$ cat config.mk
export PLATFORM = sky130hd
export DESIGN_NAME = kitchen_timer
export DESIGN_NICKNAME = d
export VERILOG_FILES = /design/src/rtl/kt_pkg.sv /design/src/rtl/kt_preset_field.sv /design/src/rtl/kt_down_field.sv /design/src/rtl/kt_ctrl.sv /design/src/rtl/kitchen_timer.sv
export SDC_FILE = /design/constraint.sdc
export NUM_CORES = 1
export LEC_CHECK = 0
export ABC_AREA = 1
export CORE_ASPECT_RATIO = 1.1
export CORE_UTILIZATION = 40
export DETAILED_ROUTE_END_ITERATION = 10
export PLACE_DENSITY = 0.71
export SLEW_MARGIN = 20
export SYNTH_ARGS = -nofsm -noshare
export SYNTH_HDL_FRONTEND = slang
export SYNTH_SLANG_ARGS = --single-unit
$ cat constraint.sdc
create_clock -name clk_i -period 1.2 [get_ports clk_i]
set_input_delay 0.12 -clock clk_i [delete_from_list [all_inputs] [get_ports clk_i]]
set_output_delay 0.12 -clock clk_i [all_outputs]
set_load 0.02 [all_outputs]
$ cat src/rtl/kt_pkg.sv
package kt_pkg;
  parameter int unsigned TENS_MAX = 5;
  parameter int unsigned ONES_MAX = 9;

  typedef logic [3:0] digit_t;
  typedef struct packed {
    digit_t tens;
    digit_t ones;
  } field_t;

  function automatic field_t field_inc(field_t f);
    field_t r;
    r = f;
    if (f.ones >= digit_t'(ONES_MAX)) begin
      r.ones = '0;
      r.tens = (f.tens >= digit_t'(TENS_MAX)) ? '0 : f.tens + 4'd1;
    end else begin
      r.ones = f.ones + 4'd1;
    end
    return r;
  endfunction

  function automatic field_t field_dec(field_t f);
    field_t r;
    r = f;
    if (f.ones == '0) begin
      r.ones = digit_t'(ONES_MAX);
      r.tens = (f.tens == '0) ? digit_t'(TENS_MAX) : f.tens - 4'd1;
    end else begin
      r.ones = f.ones - 4'd1;
    end
    return r;
  endfunction
endpackage

$ cat src/rtl/kt_preset_field.sv
module kt_preset_field
  import kt_pkg::*;
(
  input  logic   clk_i,
  input  logic   rst_ni,
  input  logic   inc_i,
  input  logic   hold_i,
  output field_t val_o
);
  field_t val_q;

  always_ff @(posedge clk_i or negedge rst_ni) begin
    if (!rst_ni)               val_q <= '0;
    else if (inc_i && !hold_i) val_q <= field_inc(val_q);
  end

  assign val_o = val_q;
endmodule

$ cat src/rtl/kt_down_field.sv
module kt_down_field
  import kt_pkg::*;
(
  input  logic   clk_i,
  input  logic   rst_ni,
  input  logic   load_i,
  input  field_t load_val_i,
  input  logic   dec_i,
  output field_t val_o,
  output logic   borrow_o
);
  field_t val_q;
  logic   borrow_q;

  always_ff @(posedge clk_i or negedge rst_ni) begin
    if (!rst_ni) begin
      val_q    <= '0;
      borrow_q <= 1'b0;
    end else if (load_i) begin
      val_q    <= load_val_i;
      borrow_q <= 1'b0;
    end else begin
      // borrow is a registered one-cycle pulse toward the next field
      borrow_q <= dec_i && (val_q == '0);
      if (dec_i) val_q <= field_dec(val_q);
    end
  end

  assign val_o    = val_q;
  assign borrow_o = borrow_q;
endmodule

$ cat src/rtl/kt_ctrl.sv
module kt_ctrl (
  input  logic clk_i,
  input  logic rst_ni,
  input  logic zero_i,
  input  logic start_i,
  input  logic alarm_off_i,
  output logic run_o,
  output logic alarm_o
);
  logic run_q, alarm_q;

  always_ff @(posedge clk_i or negedge rst_ni) begin
    if (!rst_ni) begin
      run_q   <= 1'b0;
      alarm_q <= 1'b0;
    end else if (run_q && zero_i) begin
      run_q   <= 1'b0;
      alarm_q <= 1'b1;
    end else if (start_i) begin
      run_q   <= ~run_q;
    end else if (alarm_off_i) begin
      alarm_q <= 1'b0;
    end
  end

  assign run_o   = run_q;
  assign alarm_o = alarm_q;
endmodule

$ cat src/rtl/kitchen_timer.sv
module kitchen_timer
  import kt_pkg::*;
#(
  parameter int unsigned TIME_W = 16
) (
  input  logic              clk_i,
  input  logic              rst_ni,
  input  logic              tick_i,
  input  logic              start_i,
  input  logic              min_inc_i,
  input  logic              sec_inc_i,
  input  logic              alarm_off_i,
  output logic [TIME_W-1:0] time_o,
  output logic [2:0]        mode_o,
  output logic              alarm_o
);
  localparam int unsigned NUM_FIELDS = TIME_W / $bits(field_t);

  // index 0 = seconds, index NUM_FIELDS-1 = minutes
  field_t [NUM_FIELDS-1:0] preset;
  field_t [NUM_FIELDS-1:0] count;
  logic   [NUM_FIELDS-1:0] inc;
  logic   [NUM_FIELDS-1:0] dec;
  logic   [NUM_FIELDS-1:0] borrow;
  logic                    run;
  logic                    zero;

  assign inc = {min_inc_i, sec_inc_i};
  assign dec = {borrow[NUM_FIELDS-2:0], tick_i};

  for (genvar g = 0; g < NUM_FIELDS; g++) begin : g_field
    kt_preset_field u_preset (
      .clk_i  (clk_i),
      .rst_ni (rst_ni),
      .inc_i  (inc[g]),
      .hold_i (run),
      .val_o  (preset[g])
    );

    kt_down_field u_down (
      .clk_i      (clk_i),
      .rst_ni     (rst_ni),
      .load_i     (!run),
      .load_val_i (preset[g]),
      .dec_i      (dec[g]),
      .val_o      (count[g]),
      .borrow_o   (borrow[g])
    );
  end

  assign zero = (count == '0);

  kt_ctrl u_ctrl (
    .clk_i       (clk_i),
    .rst_ni      (rst_ni),
    .zero_i      (zero),
    .start_i     (start_i),
    .alarm_off_i (alarm_off_i),
    .run_o       (run),
    .alarm_o     (alarm_o)
  );

  assign time_o = run ? count : preset;
  assign mode_o = {alarm_o, run ? 2'b10 : 2'b01};
endmodule

After elaboration in Yosys (flattened, before gate mapping):

Cells that the tools add are included.

* flip-flop bits (word level): 35
* logic and storage cells: 69

* $add $sub $neg: 8
* $lt $le $gt $ge: 4
* eq/ne operators: 5
* mux-type cells: 22
* bitwise gates (word level): 1
* reduce and logical (&&, ||, !) cells: 18

Operator list (count)
* $mux W4: 10
* $mux W8: 4
* $add A4 B1 Y4 const B: 4
* $logic_not A16 Y1: 1
* $logic_not A4 Y1: 4
* $mux W16: 1
* $sub A4 B1 Y4 const B: 4
* $reduce_and A2 Y1: 5
* $ge A4 B3 Y1 const B: 2
* $ge A4 B4 Y1 const B: 2
* $logic_not A8 Y1: 1
* $ne A2 B2 Y1 const B: 4
* $mux W1: 6
* $logic_and A1 B1 Y1: 4
* $reduce_bool A2 Y1: 2
* $mux W2: 1
* $ne A2 B1 Y1 const B: 1
* $logic_not A1 Y1: 1
* $not A1 Y1: 1

Logic depth before layout (Yosys ltp):

* word-level depth: 5
* mapped depth: 9
* mapped depth without buffers: 9

Cells and area by module:

Synthesis repeated with hierarchy kept, for this count alone.

* cells, all modules: 343
* area total of the unflattened synthesis: 2581.2 µm²

By module, submodules not included
* kt_down_field: instances 2, cells an instance 70, area an instance 566.8 µm²
* kt_preset_field (g_field[0].u_preset): instances 1, cells an instance 61, area an instance 504.2 µm²
* kt_preset_field (g_field[1].u_preset): instances 1, cells an instance 61, area an instance 496.7 µm²
* kitchen_timer: instances 1, cells an instance 69, area an instance 357.8 µm²
* kt_ctrl: instances 1, cells an instance 12, area an instance 88.8 µm²

Worst setup path before layout:

Ideal clock, no wire load.

* kind: register to register
* from: reg u_ctrl.run_q (netlist: u_ctrl.run_o)
* to: reg g_field[0].u_down.val_q, in the netlist g_field[0].u_down.val_o[7]
* arrival time: 1.422 ns
* setup slack: -0.305 ns
* cell stages (with the launch flop): 5
* path buffers: 1
* cells stage by stage: dfrtp_1 buf_6 o21ai_0 o21ai_0 o21ai_0

* longest elaborated chain between the ends: 2
* elaborated cells between the ends (all ways): 4

Ends and longest elaborated chain
* start, declared: line kt_ctrl.sv:10 `logic run_q, alarm_q;`
* start signal, assigned: line kt_ctrl.sv:20 `run_q <= ~run_q;`
* $ne A2 B2 Y1 (no line)
* $reduce_and A2 Y1 (no line)
* end signal, assigned: line kt_down_field.sv:20 `val_q <= load_val_i;`
* end signal, assigned: line kt_down_field.sv:25 `if (dec_i) val_q <= field_dec(val_q);`
* end, declared: line kt_down_field.sv:12 `field_t val_q;`

Several ways; a longest one is shown, not always the timed one.
A chain may end at the register's enable or synchronous reset.

Worst setup path after layout:

* from: reg u_ctrl.run_q (netlist: u_ctrl.run_o)
* to: out time_o[0]

* longest elaborated chain between the ends: 1

Ends and longest elaborated chain
* $mux W16: line kitchen_timer.sv:63 `assign time_o = run ? count : preset;`
* end, declared: line kitchen_timer.sv:13 `output logic [TIME_W-1:0] time_o,`

No other way between the ends.

==> flow_metrics.tcl <==
set metrics [dict create \
    antenna_violating_nets_post_route 0 \
    synthDistinctLibCells 24 \
    clock_tree.buffer_depth 2 \
    viasPerCell 5.22 \
    ys_top_cells_by_area "sky130_fd_sc_hd__dfrtp_1 (42%), sky130_fd_sc_hd__nand2_1 (12%), sky130_fd_sc_hd__o21ai_0 (9.5%)" \
    die_width_um 71.2 \
    post_route_cells_drive_above_1_share_pct 49.1 \
    final.min_clock_period_ps 1490 \
    p_per_area_nw_per_um2 2550 \
    grt_max_degree 36 \
    synth.net_count 294 \
    synthToLayoutAreaGrowth_pct 71.3 \
    result_of_the_run "finished with violations" \
    globalplace.congestion 0.832 \
    hpwlAfterDp_um 3740 \
    utilization_pct 71.6 \
    critPathKind "reg2out" \
    worst_slew_pin_slew_ps 361 \
    detailroute.via_count 2272 \
    rows 27 \
    grt_pass1_wl_um 9800 \
    placed_area_um2 2830 \
    tritoncts_num_sinks 35 \
    die_height_um 78.1 \
    p_leak_nw 1.77 \
    crit_path_max_fanout 6 \
    slowest_stage "sky130_fd_sc_hd__dfrtp_2" \
    hold_viol_final 0 \
    cp.arrival_ps 1370 \
    syn-cell-area_um2 2100 \
    yosys_register_bits 35 \
    worst_clock_skew_ps 6.10 \
    asyncSetResetFlopFracSynth_pct 100 \
    io-pin-count 27 \
    synth_area_per_cell_um2 7.65 \
    layout_worst_path_cycle_share_pct 124 \
    core_area_um2 5030 \
    postCtsHoldBufs 0 \
    start_util_pct 41.8 \
    worst_slack_at_placement_ps -377 \
    max-cap-violations 0 \
    synth_top_cells_by_count "sky130_fd_sc_hd__nand2_1 (66), sky130_fd_sc_hd__o21ai_0 (40), sky130_fd_sc_hd__inv_1 (38), sky130_fd_sc_hd__dfrtp_1 (35), sky130_fd_sc_hd__nor2_1 (22)" \
    startpoint_type "flop" \
    synth_enable_flop_cells 0 \
    holdCritPathClass "in2async" \
    power_mw 9.19 \
    report.final.slew_viol_count 0 \
    slew_headroom_pct 75.9 \
    yosys.cell_count.top_type "sky130_fd_sc_hd__nand2_1" \
    hold-worst-slack_ps 193 \
    cts_tree "built" \
    critical_path_required_ps 1080 \
    grt-ovfl-total 0 \
    fmax_mhz 672 \
    endpoint_kind_of_the_worst_setup_timing_path "primary output" \
    final.setup.worst_slack_ps -287 \
    clk_pin_slew_worst_paths_ps 80 \
    violations "negative setup slack" \
    insertedDiodeCount 0 \
    drt_first_pass_iters 6 \
    synth_top_cell_by_area "sky130_fd_sc_hd__dfrtp_1" \
    vdd_drop_max_mv 1.54 \
    gr-usage-all-layers_pct 22.9 \
    routed_wire_length_per_instance_um 15.6 \
    drt_drc_violations_left 0 \
    initialDrtViolationCount 125 \
    clk_root_buffer_cell "sky130_fd_sc_hd__clkbuf_8" \
    antenna_found_initial 0 \
    timing.critical_path.cells "buf_12, buf_16, o21ai_4, buf_6" \
    final_nets 395 \
    cts_made_buffers 5 \
    first_global_vias 2239 \
    syn_inst 275 \
    postRouteWirelength_um 6800 \
    setup_viol_count_final 50 \
    final_design_area_no_fill_um2 3610 \
    ctsHtreeMaxLevel 2 \
    nFillCells 367 \
    ys_warn_count 0 \
    die_area_um2 5560 \
    cpPeakStageDelay_ps 490 \
    ys_seq_area_share_pct 41.6 \
    postSynth.topFlopCell "sky130_fd_sc_hd__dfrtp_1" \
    worst_skew_pair.late_latency_ps 290 \
    buffer_ports.inserted 26 \
    netlist.area_leader.share_pct 41.6 \
    grt_setup_unrepaired "true" \
]
-- cells by family (layout without fill, tap and decap cells) --
family,Yosys count,after routing,share of synthesized area (%)
compound gates,59,59,15.3
xor+xnor,4,4,1.66
fa+ha+maj,12,12,7.13
buf+inv,47,149,11.1
flops,35,35,41.6
simple gates,118,118,23.2
-- layout by cell type, fill, tap and decap left out, types with 4 or more instances in the layout --
cell type / Yosys / layout
sky130_fd_sc_hd__buf_12: 1 / 4
sky130_fd_sc_hd__buf_4: 2 / 57
sky130_fd_sc_hd__buf_6: 4 / 26
sky130_fd_sc_hd__clkbuf_8: 0 / 5
sky130_fd_sc_hd__clkdlybuf4s50_1: 0 / 6
sky130_fd_sc_hd__dfrtp_1: 35 / 33
sky130_fd_sc_hd__ha_1: 12 / 12
sky130_fd_sc_hd__inv_1: 38 / 31
sky130_fd_sc_hd__inv_2: 0 / 5
sky130_fd_sc_hd__inv_4: 0 / 4
sky130_fd_sc_hd__nand2_1: 66 / 36
sky130_fd_sc_hd__nand2_2: 2 / 20
sky130_fd_sc_hd__nand2_4: 0 / 12
sky130_fd_sc_hd__nand3_1: 21 / 14
sky130_fd_sc_hd__nand3_2: 0 / 5
sky130_fd_sc_hd__nor2_1: 22 / 12
sky130_fd_sc_hd__nor2_4: 0 / 9
sky130_fd_sc_hd__o21ai_0: 40 / 13
sky130_fd_sc_hd__o21ai_1: 3 / 15
sky130_fd_sc_hd__o21ai_2: 1 / 7
sky130_fd_sc_hd__o21ai_4: 0 / 9
sky130_fd_sc_hd__xor2_1: 4 / 4
-- registers in the layout (all words and copies together), names as in the netlist --
signal / cells
g_field.u_preset.val_o: 16
g_field.u_down.val_o: 16
u_ctrl.alarm_o: 1
g_field.u_down.borrow_o: 1
u_ctrl.run_o: 1
-- per-stage QoR --
stage	setup TNS [ps]	cells
global route	-11870	435
detailed placement	-9110	409
floorplan	-286	275
global placement	-8470	409
finish	-9670	435
CTS	-7790	426
-- worst max-delay path, delay by kind of cell (launching register included) --
kind / cells / cell delay (ps)
flip-flops: 1 / 490
buffers and inverters: 3 / 440
AO/OA/AOI/OAI: 1 / 140
-- worst paths after layout --
| kind | startpoint | endpoint | slack [ps] | depth (start not counted) |
|---|---|---|---|---|
| min reg2reg | g_field[1].u_down.val_o[4]$_DFFE_PN0P_ | g_field[1].u_down.val_o[5]$_DFFE_PN0P_ | 540 | 2 |
| min | rst_ni | g_field[1].u_down.val_o[2]$_DFFE_PN0P_ | 190 | 2 |
| max reg2reg | u_ctrl.run_o$_DFFE_PN0P_ | g_field[0].u_down.val_o[2]$_DFFE_PN0P_ | -250 | 8 |
| min in group clk_i | alarm_off_i | u_ctrl.alarm_o$_DFFE_PN0P_ | 420 | 4 |
| max in group asynchronous | rst_ni | u_ctrl.run_o$_DFFE_PN0P_ | 800 | 2 |
| max | u_ctrl.run_o$_DFFE_PN0P_ | time_o[0] | -290 | 4 |
-- final cells by class --
class / count / area [um2] / area share, %
clock inverters: 1 / 5.00 / 0.139
inverters: 40 / 160 / 4.44
repair buffers: 99 / 963 / 26.7
clock buffers: 7 / 76.3 / 2.12
multi-input cells: 193 / 1440 / 39.9
flip-flops and latches: 35 / 878 / 24.4
well taps: 58 / 72.6 / 2.01
repair inverters: 2 / 11.3 / 0.312
-- where the power goes --
group / total, mW / internal, mW / switching (mW)
clock: 0.859 / 0.408 / 0.451
combinational: 6.15 / 2.94 / 3.22
sequential: 2.18 / 1.69 / 0.488
-- per-layer routing --
| layer | vias to the layer above | routed length (um) | global-route usage (%) |
|---|---|---|---|
| met5 | - | 0 | 0 |
| met4 | 0 | 229 | 9.40 |
| met3 | 20 | 206 | 4.62 |
| met2 | 50 | 3780 | 41.9 |
| met1 | 1111 | 2580 | 25.5 |
| li1 | 1091 | - | - |
-- repair_timing --
item,4_1_cts,5_1_grt
pin swaps,15,22
gates resized for setup,179,79
setup buffers,5,8
setup endpoints to repair,44,51
gates cloned,4,1
No activity file was read; power rests on OpenSTA's default activity.
